`src/rtl/dbg_halt_pkg.sv`:
```
package dbg_halt_pkg;
  localparam int NUM_CAUSES = 6;
  localparam int CODE_W     = $clog2(NUM_CAUSES);

  // Cause index equals entry code; lower index has priority.
  typedef enum logic [CODE_W-1:0] {
    CODE_TAP    = 3'd0,
    CODE_BKPT   = 3'd1,
    CODE_WPT    = 3'd2,
    CODE_BINSN  = 3'd3,
    CODE_EXTREQ = 3'd4,
    CODE_VCATCH = 3'd5
  } entry_code_e;
endpackage

```
`src/rtl/dbg_tap_halt_gate.sv`:
```
module dbg_tap_halt_gate (
  input  logic clk,
  input  logic rst_n,
  input  logic cmd_i,
  input  logic rti_i,
  output logic req_o
);
  logic pend_q, pend_d;

  always_comb begin
    req_o  = (cmd_i | pend_q) & rti_i;
    pend_d = pend_q;
    if (rti_i)      pend_d = 1'b0;
    else if (cmd_i) pend_d = 1'b1;
  end

  always_ff @(posedge clk or negedge rst_n) begin
    if (!rst_n) pend_q <= 1'b0;
    else        pend_q <= pend_d;
  end


  pend_hold_chk: assert property (@(posedge clk) disable iff (!rst_n)
    pend_q && !rti_i |=> pend_q);
endmodule

```
`src/rtl/dbg_cause_arb.sv`:
```
module dbg_cause_arb #(
  parameter int N = 6,
  localparam int IW = (N > 1) ? $clog2(N) : 1
) (
  input  logic [N-1:0]  req_i,
  output logic          any_o,
  output logic [IW-1:0] idx_o
);
  always_comb begin
    any_o = |req_i;
    idx_o = '0;
    for (int i = N - 1; i >= 0; i--) begin
      if (req_i[i]) idx_o = IW'(i);
    end
  end
endmodule

```
`src/rtl/dbg_halt_state.sv`:
```
module dbg_halt_state #(
  parameter int CW = 3
) (
  input  logic          clk,
  input  logic          rst_n,
  input  logic          enter_i,
  input  logic [CW-1:0] code_i,
  input  logic          sw_exc_i,
  input  logic          restart_i,
  output logic          in_debug_o,
  output logic          halted_o,
  output logic [CW-1:0] code_o,
  output logic          exc_o
);
  logic          dbg_q, dbg_d;
  logic          halted_q, halted_d;
  logic [CW-1:0] code_q, code_d;
  logic          exc_q, exc_d;
  logic          code_en;

  always_comb begin
    code_en  = !dbg_q && enter_i;
    dbg_d    = dbg_q ? !restart_i : enter_i;
    halted_d = halted_q;
    if (code_en)                     halted_d = 1'b1;
    else if (dbg_q && restart_i)     halted_d = 1'b0;
    code_d   = code_en ? code_i : code_q;
    exc_d    = !dbg_q && !enter_i && sw_exc_i;
  end

  always_ff @(posedge clk or negedge rst_n) begin
    if (!rst_n) begin
      dbg_q    <= 1'b0;
      halted_q <= 1'b0;
      code_q   <= '0;
      exc_q    <= 1'b0;
    end else begin
      dbg_q    <= dbg_d;
      halted_q <= halted_d;
      exc_q    <= exc_d;
      if (code_en) code_q <= code_d;
    end
  end

  assign in_debug_o = dbg_q;
  assign halted_o   = halted_q;
  assign code_o     = code_q;
  assign exc_o      = exc_q;


  restart_exit_chk: assert property (@(posedge clk) disable iff (!rst_n)
    dbg_q && restart_i |=> !halted_q && !dbg_q);

  code_hold_chk: assert property (@(posedge clk) disable iff (!rst_n)
    dbg_q && !restart_i |=> dbg_q && $stable(code_q));

  exc_running_chk: assert property (@(posedge clk) disable iff (!rst_n)
    exc_q |-> !dbg_q);
endmodule

```
`src/rtl/dbg_halt_ctrl.sv`:
```
module dbg_halt_ctrl
  import dbg_halt_pkg::*;
(
  input  logic              clk,
  input  logic              rst_n,
  input  logic              dbg_en,
  input  logic              dbg_perm,
  input  logic [1:0]        mode_field,
  input  logic              ev_vcatch,
  input  logic              ev_bkpt,
  input  logic              ev_wpt,
  input  logic              ev_bkpt_insn,
  input  logic              ext_req,
  input  logic              tap_halt_cmd,
  input  logic              tap_in_rti,
  input  logic              restart,
  output logic              in_debug,
  output logic              core_halted,
  output logic [CODE_W-1:0] entry_code,
  output logic              pc_hold,
  output logic              irq_mask,
  output logic              itr_select
  ,output logic             dbg_exc
);
  logic                  tap_req;
  logic                  hw_ok, sw_ok, sw_any;
  logic [NUM_CAUSES-1:0] cause;
  logic                  enter;
  logic [CODE_W-1:0]     enter_code;

  dbg_tap_halt_gate tap_gate_i (
    .clk   (clk),
    .rst_n (rst_n),
    .cmd_i (tap_halt_cmd),
    .rti_i (tap_in_rti),
    .req_o (tap_req)
  );

  always_comb begin
    hw_ok  = dbg_en & dbg_perm;
    sw_ok  = mode_field[0] & dbg_perm;
    sw_any = ev_vcatch | ev_bkpt | ev_wpt | ev_bkpt_insn;
    cause  = '0;
    cause[CODE_TAP]    = tap_req      & hw_ok;
    cause[CODE_BKPT]   = ev_bkpt      & sw_ok;
    cause[CODE_WPT]    = ev_wpt       & sw_ok;
    cause[CODE_BINSN]  = ev_bkpt_insn & sw_ok;
    cause[CODE_EXTREQ] = ext_req      & hw_ok;
    cause[CODE_VCATCH] = ev_vcatch    & sw_ok;
  end

  dbg_cause_arb #(.N(NUM_CAUSES)) arb_i (
    .req_i (cause),
    .any_o (enter),
    .idx_o (enter_code)
  );

  dbg_halt_state #(.CW(CODE_W)) state_i (
    .clk        (clk),
    .rst_n      (rst_n),
    .enter_i    (enter),
    .code_i     (enter_code),
    .sw_exc_i   (sw_any & dbg_perm & ~mode_field[0]),
    .restart_i  (restart),
    .in_debug_o (in_debug),
    .halted_o   (core_halted),
    .code_o     (entry_code),
    .exc_o      (dbg_exc)
  );

  assign pc_hold    = in_debug;
  assign irq_mask   = in_debug;
  assign itr_select = in_debug;


  ext_entry_chk: assert property (@(posedge clk) disable iff (!rst_n)
    !in_debug && ext_req && dbg_en && dbg_perm |=> in_debug && core_halted);

  no_perm_chk: assert property (@(posedge clk) disable iff (!rst_n)
    !in_debug && !dbg_perm |=> !in_debug && !dbg_exc);
endmodule

```
`config.mk`:
```
export PLATFORM = sky130hd
export DESIGN_NAME = dbg_halt_ctrl
export DESIGN_NICKNAME = d
export VERILOG_FILES = /design/src/rtl/dbg_halt_pkg.sv /design/src/rtl/dbg_tap_halt_gate.sv /design/src/rtl/dbg_cause_arb.sv /design/src/rtl/dbg_halt_state.sv /design/src/rtl/dbg_halt_ctrl.sv
export SDC_FILE = /design/constraint.sdc
export NUM_CORES = 1
export LEC_CHECK = 0
export BUFFER_PORTS_ARGS = -buffer_cell sky130_fd_sc_hd__buf_4
export CAP_MARGIN = 20
export CORE_AREA = 4 4 41 43
export CTS_CLUSTER_DIAMETER = 50
export DETAILED_ROUTE_END_ITERATION = 8
export DIE_AREA = 0 0 45 47
export HOLD_SLACK_MARGIN = 0.08
export PLACE_DENSITY_LB_ADDON = 0.1
export SYNTH_ARGS = -nofsm -noshare
export SYNTH_HDL_FRONTEND = slang
export SYNTH_SLANG_ARGS = --single-unit
```
`constraint.sdc`:
```
create_clock -name clk -period 3.2 [get_ports clk]
set_input_delay 0.32 -clock clk [delete_from_list [all_inputs] [get_ports clk]]
set_output_delay 0.32 -clock clk [all_outputs]
set_load 0.05 [all_outputs]
```
==> results of run 1 <==
per-layer routing:
layer / vias to the layer above / GRT usage, %
met2: 14 / 13.6
met1: 180 / 11.7
met3: 0 / 6.13
met4: 0 / 1.75
met5: - / 0
li1: 190 / -
what timing repair did:
action | CTS | global route
setup endpoints to repair | 0 | 0
hold buffers | 1 | 0
endpoints found under the hold margin | 7 | 0
power groups by stage:
| stage | logic [mW] | clock network, mW | registers, mW |
|---|---|---|---|
| after floorplan | 0.0705 | 0 | 0.180 |
| after global placement | 0.177 | 0 | 0.124 |
| after detailed placement | 0.177 | 0 | 0.125 |
| after CTS | 0.179 | 0.0805 | 0.124 |
| after global routing | 0.187 | 0.0884 | 0.127 |
| final | 0.177 | 0.0793 | 0.123 |
how the worst max path moves through the flow:
stage	startpoint	to	cells past startpoint
global placement	ev_bkpt	state_i.code_o[0]	5
finish	tap_gate_i.pend_q	state_i.code_o[0]	4
global route	tap_gate_i.pend_q	state_i.code_o[0]	4
floorplan	ev_bkpt	state_i.code_o[0]	4
detailed placement	ev_bkpt	state_i.code_o[0]	5
CTS	tap_gate_i.pend_q	state_i.code_o[0]	4
Yosys cell counts, drive strengths merged (2+ instances only):
master,instances
a21boi,2
a21oi,2
buf,3
dfrtp,7
inv,2
nand2,4
nor2,5
o2111a,2
o21bai,2
registers in the layout (all words and copies together) (netlist names):
name	cells
state_i.exc_o	1
tap_gate_i.pend_q	1
state_i.halted_o	1
state_i.in_debug_o	1
state_i.code_o	3
cell type report:
cell class,instances,area [um2],area share [%]
Inverter,2,7.51,1.24
Timing Repair Buffer,22,168,27.6
Sequential cell,7,175,28.9
Clock buffer,4,26.3,4.33
Tap cell,15,18.8,3.09
Multi-Input combinational cell,28,211,34.8
cells by family (layout without fill, tap and decap cells):
kind of cell    after synthesis  after routing  synth area share, %
compound gates               14             14                 30.0
simple gates                 12             12                 14.2
flops                         7              7                 41.5
buf+inv                       6             28                 8.31
mux                           2              2                 5.93
stage by stage:
step / setup WS [ns] / utilization (%) / std cells / cell area, um2 / hold WS (ns)
after detailed placement: 1.55 / 43.8 / 73 / 571 / 0.136
after global routing: 1.66 / 46.6 / 78 / 607 / 0.218
after floorplan: 1.74 / - / 41 / 422 / 0.0244
after global placement: 1.55 / 43.8 / 73 / 571 / 0.139
after CTS: 1.73 / 46.6 / 78 / 607 / 0.218
final: 1.74 / 46.6 / 78 / 607 / 0.219
worst register-to-register path, cell delays in order (launching register included):
cell and delay (ns):
dfrtp_1 0.37, o2111a_1 0.33, a221oi_4 0.28, nor2_2 0.07, mux2_4 0.30
==> reports/results.tsv, run 1 <==
stage	metric	value	unit
outcome	status	complete, no violations	
critical_path	timing.rr.end	state_i.code_o[0]	
floorplan	floorplan.die.height	47	um
power	design_power_total	0.379	mW
detailed_routing	wl_met3	97	um
critical_path	crit_chain	o2111a_1 > a221oi_4 > nor2_2 > mux2_4	
detailed_routing	drt_iter0_drc	2	
clocking	clock-sinks	7	
placement	io_buffers	21	
floorplan	initial_utilization	32.4	%
min_path	holdCritPathClass	input port to flop	
critical_path	critPathMaxFanout	5	
critical_path	critPathKind	flop to flop	
power	net-switching-power	0.163	mW
critical_path	kind_of_cell_adding_the_most_delay_to_the_critical_path	compound AO/OA/AOI/OAI gates	
floorplan	num_io_pins	23	
timing	fmax	686	MHz
critical_path	setup.reg_to_reg.worst_slack	1.74	ns
timing	final.min_clock_period	1.46	ns
grt	wire_length_of_the_first_global_routing_pass	1370	um
yosys	synth_top_area_share	41.5	%
timing	max_slew_margin	74.6	%
power	power_report.internal_total	0.216	mW
timing	fin_tns_setup	0	ns
yosys	yosysWarningCount	0	
yosys	synthesis.area	422	um2
critical_path	cpMaxStageDelayCell	dfrtp_1	
grt	groute.usage.overall	9.34	%
clocking	clk_transition_reported_paths	0.05	ns
min_path	min_delay_path_depth	2	
yosys	synth.distinct_cells	23	
clocking	deepest_clock_path_buffer_count	2	
yosys	synthFlopType	dfrtp_1	
timing	worst_pin_slew	0.382	ns
finish	area_growth_syn_to_layout	43.9	%
detailed_routing	drt-wirelength-per-cell	11.6	um
timing	finalCritPeriodShare	45.6	%
power	seq_power_share	32.5	%
detailed_routing	routed_wire_length	905	um
yosys	synth_area_leader_cell	dfrtp_1	
grt	grt_pass1_vias	332	
critical_path	timing.critical_path.slowest_cell_delay	0.37	ns
yosys	synth_enable_flop_cells	0	
finish	fin_nets	78	
detailed_routing	route.detailed.drc	0	
timing	finalSetupViolCount	0	
clocking	clk_root_buffer_cell	clkbuf_4	
timing	timing.clock.skew	0.00703	ns
detailed_routing	dr.pass1.iters	2	
clocking	cts_max_level	1	
critical_path	cp.arrival	1.60	ns
finish	num_antenna_cells	0	
detailed_routing	topRoutingLayerUsed	met3	
min_path	hold_path.startpoint	tap_in_rti	
power	ir_drop	0.000417	V
critical_path	crit_required	3.34	ns
yosys	postSynthAreaPerCell	10.3	um2
power	pwr_density_cell	625	mW/mm2
yosys	netlist_top_cells_area	dfrtp_1 (42%), a221oi_4 (6.2%), buf_4 (5.3%), o2111a_1 (5.3%), mux2_4 (3.6%)	
floorplan	die_area	0.00212	mm2
min_path	min_to	tap_gate_i.pend_q	
critical_path	critical_path.n_buffers_inverters	0	
clocking	post_cts_resize_count	0	
power	power.switching_fraction	43.1	%
timing	finalHoldViolations	0	
yosys	ys_ff_latch	7	
power	p_comb_share	46.6	%
critical_path	r2r.worst_path.cells	4	
finish	n_fill_cell	129	
finish	mostFrequentLayoutCells	buf_4 (21), dfrtp_1 (7), nor2_1 (4), nand2_1 (4), clkbuf_4 (3)	
floorplan	core	0.00130	mm2
detailed_routing	route.antenna.remaining_nets	0	
yosys	syn-num-nets	55	
clocking	cts_tree	yes	
flow_run	cap_violations	0	
finish	final_layout_size_suffix_gt1_share	46.0	%
detailed_routing	met2WireLength	436	um
floorplan	die_width	45	um
yosys	post_synth_inst_count	41	
detailed_routing	route.layer.met1.wl	372	um
placement	dp_hpwl	741	um
critical_path	worstSetupEndpointType	flop	
power	clock_power_share	20.9	%
yosys	postSynth.asyncResetShare	100	%
clocking	clock_latency	0.25	ns
critical_path	timing.critical_path.from_type	flop	
timing	rsz0062_at_grt	no	
floorplan	rows	13	
grt	grt_max_degree	13	
clocking	cts_post_setup_buffers_inserted	0	
detailed_routing	vias	384	
yosys	seq_area_frac_synth	41.5	%
grt	antenna_found_initial	0	
detailed_routing	avgViaCountPerCell	4.92	
power	leakage	0.295	nW
clocking	cts_buffers	3	
grt	grt_overflow	0	
placement	gpl.final_weighted_congestion	0.711	
finish	most_common_cell_after_layout_fill_and_taps_aside	buf_4	
critical_path	worst_r2r_startpoint	tap_gate_i.pend_q	
timing	drv_slew	0	
Note: power is estimated with default switching activity, not from simulation.
==> inputs of run 2 (changes only) <==
Settings changed: ABC_AREA set to 1.
Clock period 3.2 ns to 1.37 ns, I/O delays scaled along.
==> reports/results.tsv, run 2 <==
stage	metric	value	unit
outcome	status	complete, no violations	
grt	wire_length_of_the_first_global_routing_pass	1520	um
grt	groute.usage.overall	10.5	%
finish	area_growth_syn_to_layout	46.6	%
floorplan	die_width	45	um
critical_path	cp.arrival	1.33	ns
floorplan	num_io_pins	23	
finish	fin_nets	98	
floorplan	initial_utilization	33.0	%
detailed_routing	routed_wire_length	894	um
grt	grt_max_degree	9	
critical_path	critPathMaxFanout	4	
detailed_routing	route.antenna.remaining_nets	0	
yosys	seq_area_frac_synth	40.8	%
finish	area_used_by_multi_input_combinational_logic	194	um2
placement	post-place-ws	0.266	ns
finish	final_layout_size_suffix_gt1_share	38.6	%
timing	final.min_clock_period	1.19	ns
grt	grt_pass1_vias	386	
yosys	syn-num-nets	73	
placement	io_buffers	21	
critical_path	critPathKind	input port to flop	
yosys	synthesis.area	429	um2
flow_run	cap_violations	0	
clocking	cts_max_level	1	
yosys	synth.distinct_cells	13	
yosys	synthFlopType	dfrtp_1	
timing	fmax	843	MHz
timing	finalCritPeriodShare	86.5	%
grt	antenna_found_initial	0	
clocking	cts_tree	yes	
yosys	yosys-top-cells-count	nand2_1 (15), inv_1 (9), dfrtp_1 (7), nand3_1 (6)	
detailed_routing	avgViaCountPerCell	4.40	
finish	largest_register_ffs	3	
yosys	yosysWarningCount	0	
finish	most_common_cell_after_layout_fill_and_taps_aside	buf_4	
timing	timing.clock.skew	0.00149	ns
grt	grt_overflow	0	
floorplan	core	0.00130	mm2
detailed_routing	drt-wirelength-per-cell	9.12	um
timing	worst_pin_slew	0.253	ns
clocking	clk_root_buffer_cell	clkbuf_4	
clocking	deepest_clock_path_buffer_count	2	
detailed_routing	route.detailed.drc	0	
power	leakage	0.375	nW
yosys	synth_top_area_share	40.8	%
clocking	cts_buffers	3	
clocking	clock-sinks	7	
critical_path	crit_required	1.51	ns
critical_path	timing.critical_path.from_type	input port	
timing	final_critical_path_setup_slack	0.184	ns
clocking	post_cts_resize_count	0	
power	ir_drop	0.000921	V
detailed_routing	drt_iter0_drc	5	
timing	fin_tns_setup	0	ns
placement	dp_hpwl	749	um
clocking	clock_latency	0.25	ns
finish	mostFrequentLayoutCells	buf_4 (21), nand2_1 (15), inv_1 (9), dfrtp_1 (7), nand3_1 (6)	
yosys	postSynthAreaPerCell	7.27	um2
floorplan	rows	13	
min_path	holdCritPathClass	input port to flop	
timing	finalSetupViolCount	0	
finish	n_fill_cell	138	
placement	gpl.final_weighted_congestion	0.689	
timing	rsz0062_at_grt	no	
critical_path	setup.reg_to_reg.worst_slack	0.27	ns
yosys	postSynth.asyncResetShare	100	%
critical_path	worstSetupEndpointType	flop	
finish	num_antenna_cells	0	
detailed_routing	dr.pass1.iters	3	
timing	drv_slew	0	
clocking	cts_post_setup_buffers_inserted	0	
yosys	synth_enable_flop_cells	0	
yosys	synth.most_common_cell	nand2_1	
yosys	ys_ff_latch	7	
yosys	netlist_top_cells_area	dfrtp_1 (41%), nand2_1 (13%), inv_1 (7.9%), nand3_1 (7.0%), a21oi_1 (5.8%)	
floorplan	die_area	0.00212	mm2
finish	sequential_cell_area	175	um2
timing	finalHoldViolations	0	
floorplan	floorplan.die.height	47	um
yosys	post_synth_inst_count	59	
power	pwr_density_cell	1550	mW/mm2
clocking	clk_transition_reported_paths	0.05	ns
yosys	synth_area_leader_cell	dfrtp_1	
detailed_routing	vias	431	
timing	max_slew_margin	83.2	%
run 2: worst paths after layout:
kind | from | endpoint | cells after the start
max | tap_in_rti | state_i.halted_o | 8
min | restart | state_i.in_debug_o | 4
max reg2reg | tap_gate_i.pend_q | state_i.halted_o | 8
max in group asynchronous | rst_n | state_i.code_o[0] | 2
min in group asynchronous | rst_n | state_i.exc_o | 2
min reg2reg | tap_gate_i.pend_q | tap_gate_i.pend_q | 2
run 2: cells by family (layout without fill, tap and decap cells):
family	Yosys count	count (layout)	synth area share (%)
AO/OA/AOI/OAI	7	7	9.91
buffers and inverters	13	37	14.0
flip-flops	7	7	40.8
AND/OR/NAND/NOR	32	32	35.3
run 2: where the power goes:
part / total, mW / switching [mW] / internal (mW)
registers: 0.292 / 0.0360 / 0.256
clock network: 0.184 / 0.0733 / 0.111
logic: 0.501 / 0.347 / 0.154
total: 0.977 / 0.456 / 0.521
run 2: critical path: stages:
cell and delay, ns:
dlygate4sd3_1 0.53, buf_4 0.13, nand3_1 0.12, nand3_2 0.12, nand2_2 0.11, nand3_1 0.07, nand2_1 0.07, inv_1 0.04
run 2: what timing repair did:
item                                    in CTS  in global routing
endpoints found under the hold margin        8                  0
hold buffers                                 2                  0
endpoints found under the setup margin       0                  0
run 2: cell type report:
cell class	instances	share of cell area, %
repair buffers	23	28.2
flip-flops and latches	7	27.8
clock buffers	4	4.17
multi-input cells	39	30.8
inverters	10	5.96
well taps	15	2.98
run 2: per-stage QoR:
| stage | std cells | hold WS, ns | utilization [%] | area (um2) | power [mW] |
|---|---|---|---|---|---|
| floorplan | 59 | -0.159 | - | 429 | 0.658 |
| global placement | 92 | -0.0450 | 44.8 | 583 | 0.793 |
| detailed placement | 92 | -0.0412 | 44.8 | 583 | 0.798 |
| CTS | 98 | 0.127 | 48.4 | 629 | 0.998 |
| global route | 98 | 0.145 | 48.4 | 629 | 1.05 |
| finish | 98 | 0.135 | 48.4 | 629 | 0.977 |
run 2: layer usage:
metal  global-route usage (%)  share of wire (%)
met5                        0                  0
met4                     3.51                  0
met3                     6.90                 11
met2                     15.8                 47
met1                     12.1                 42
==> inputs of run 3 (changes only) <==
Settings changed: ABC_CLOCK_PERIOD_IN_PS set to 1370, PLACE_DENSITY_LB_ADDON 0.1 to unset.
==> reports/results.tsv, run 3 (same netlist as run 2, synthesis figures left out) <==
stage	metric	value	unit
outcome	status	complete, no violations	
placement	gpl.final_weighted_congestion	0.694	
critical_path	timing.rr.end	state_i.code_o[0]	
critical_path	crit_required	1.51	ns
placement	io_buffers	21	
critical_path	timing.critical_path.from_type	input port	
detailed_routing	drt_iter0_drc	3	
flow_run	cap_violations	0	
grt	antenna_found_initial	0	
finish	final_layout_size_suffix_gt1_share	38.6	%
critical_path	worst_r2r_startpoint	tap_gate_i.pend_q	
placement	dp_cells	92	
clocking	cts_buffers	3	
finish	finish.utilization	48.4	%
critical_path	kind_of_cell_adding_the_most_delay_to_the_critical_path	buffers and inverters	
timing	drv_slew	0	
grt	grt_overflow	0	
timing	fmax	837	MHz
min_path	min_to	state_i.in_debug_o	
critical_path	cpMaxStageDelayCell	dlygate4sd3_1	
clocking	clock-sinks	7	
critical_path	timing.critical_path.slowest_cell_delay	0.54	ns
grt	wire_length_of_the_first_global_routing_pass	1440	um
timing	final_critical_path_setup_slack	0.175	ns
finish	fin_nets	98	
critical_path	critPathKind	input port to flop	
grt	globalRoute.busiestLayer	met2	
floorplan	initial_utilization	33.0	%
grt	groute.usage.overall	9.78	%
grt	grt_pass1_vias	408	
placement	post-place-ws	0.270	ns
critical_path	crit_chain	dlygate4sd3_1 > buf_4 > nand3_1 > nand3_2 > nand2_2 > nand2_1 > nand2_1 > nand2_1	
min_path	min_delay_path_depth	4	
timing	rsz0062_at_grt	no	
floorplan	die_width	45	um
timing	finalHoldViolations	0	
grt	groute.layer.met2.usage	16.7	%
floorplan	core	0.00130	mm2
clocking	clock_latency	0.25	ns
finish	mostFrequentLayoutCells	buf_4 (21), nand2_1 (15), inv_1 (9), dfrtp_1 (7), nand3_1 (6)	
critical_path	r2r.worst_path.cells	8	
timing	timing.clock.skew	0.000100	ns
finish	largest_register_ffs	3	
finish	post_layout_nonfiller_instances	98	
critical_path	worstSetupEndpointType	flop	
detailed_routing	dr.pass1.iters	4	
detailed_routing	avgViaCountPerCell	4.36	
critical_path	critPathMaxFanout	4	
detailed_routing	route.antenna.remaining_nets	0	
grt	gr-usage-met3	6.90	%
detailed_routing	routed_wire_length	954	um
critical_path	setup.reg_to_reg.worst_slack	0.26	ns
grt	grt_max_degree	9	
detailed_routing	vias	427	
timing	max_slew_margin	83.0	%
clocking	deepest_clock_path_buffer_count	2	
finish	num_antenna_cells	0	
critical_path	critical_path.n_buffers_inverters	2	
floorplan	floorplan.die.height	47	um
finish	area_growth_syn_to_layout	46.6	%
floorplan	rows	13	
min_path	holdCritPathClass	input port to flop	
timing	fin_tns_setup	0	ns
floorplan	num_io_pins	23	
placement	dp_hpwl	778	um
timing	finalCritPeriodShare	87.2	%
min_path	hold_path.startpoint	restart	
clocking	cts_max_level	1	
clocking	clk_root_buffer_cell	clkbuf_4	
timing	final.min_clock_period	1.19	ns
clocking	cts_tree	yes	
power	ir_drop	0.000842	V
power	pwr_density_cell	1560	mW/mm2
timing	worst_pin_slew	0.255	ns
detailed_routing	drt-wirelength-per-cell	9.73	um
critical_path	timing.critical_path.mode_cell	nand2_1	
power	leakage	0.375	nW
finish	most_common_cell_after_layout_fill_and_taps_aside	buf_4	
grt	met1_usage	9.95	%
floorplan	die_area	0.00212	mm2
critical_path	cp.arrival	1.34	ns
detailed_routing	route.detailed.drc	0	
clocking	cts_post_setup_buffers_inserted	0	
timing	finalSetupViolCount	0	
clocking	clk_transition_reported_paths	0.05	ns
[run 3: cell counts in the layout (fill, tap and decap cells not counted)]
Identical to the previous run, type by type.
[run 3: power breakdown]
| group | switching [mW] | internal, mW | total, mW |
|---|---|---|---|
| logic | 0.348 | 0.154 | 0.502 |
| clock network | 0.0744 | 0.111 | 0.185 |
| registers | 0.0356 | 0.256 | 0.291 |
[run 3: worst max-delay path by stage]
stage                             end  cells past startpoint  slack, ns               start
finish              state_i.code_o[0]                      8       0.18          tap_in_rti
global route         state_i.halted_o                      8        0.1          tap_in_rti
CTS                  state_i.halted_o                      8       0.19          tap_in_rti
detailed placement  state_i.code_o[0]                      8       0.27   tap_gate_i.pend_q
global placement    state_i.code_o[0]                      8       0.29   tap_gate_i.pend_q
floorplan            state_i.halted_o                      5       0.05  state_i.in_debug_o
[run 3: area by class of cell]
cell class | instances | area (um2)
flip-flops and latches | 7 | 175
clock buffers | 4 | 26.3
repair buffers | 23 | 178
inverters | 10 | 37.5
fillers | 146 | 672
multi-input cells | 39 | 194
well taps | 15 | 18.8
[run 3: timing repair]
item / in CTS / in global routing
hold buffers: 2 / 0
gates resized for setup: 0 / 0
hold endpoints to repair: 8 / 0
[run 3: through the flow]
stage                     cell area, um2  hold WS [ns]  power, mW
after floorplan                      429        -0.159      0.658
after global placement               583       -0.0458      0.792
after detailed placement             583       -0.0448      0.796
after CTS                            629         0.132      0.995
after global routing                 629         0.151       1.04
final                                629         0.140      0.979
[run 3: routing by layer]
metal	vias up	share of wire [%]
li1	227	-
met1	185	43
met2	15	47
met3	0	9.9
met4	0	0
met5	-	0
[run 3: worst min-delay path, stage by stage]
cell	delay (ns)
buf_4	0.08
nand2_1	0.06
inv_1	0.05
nor2_1	0.04
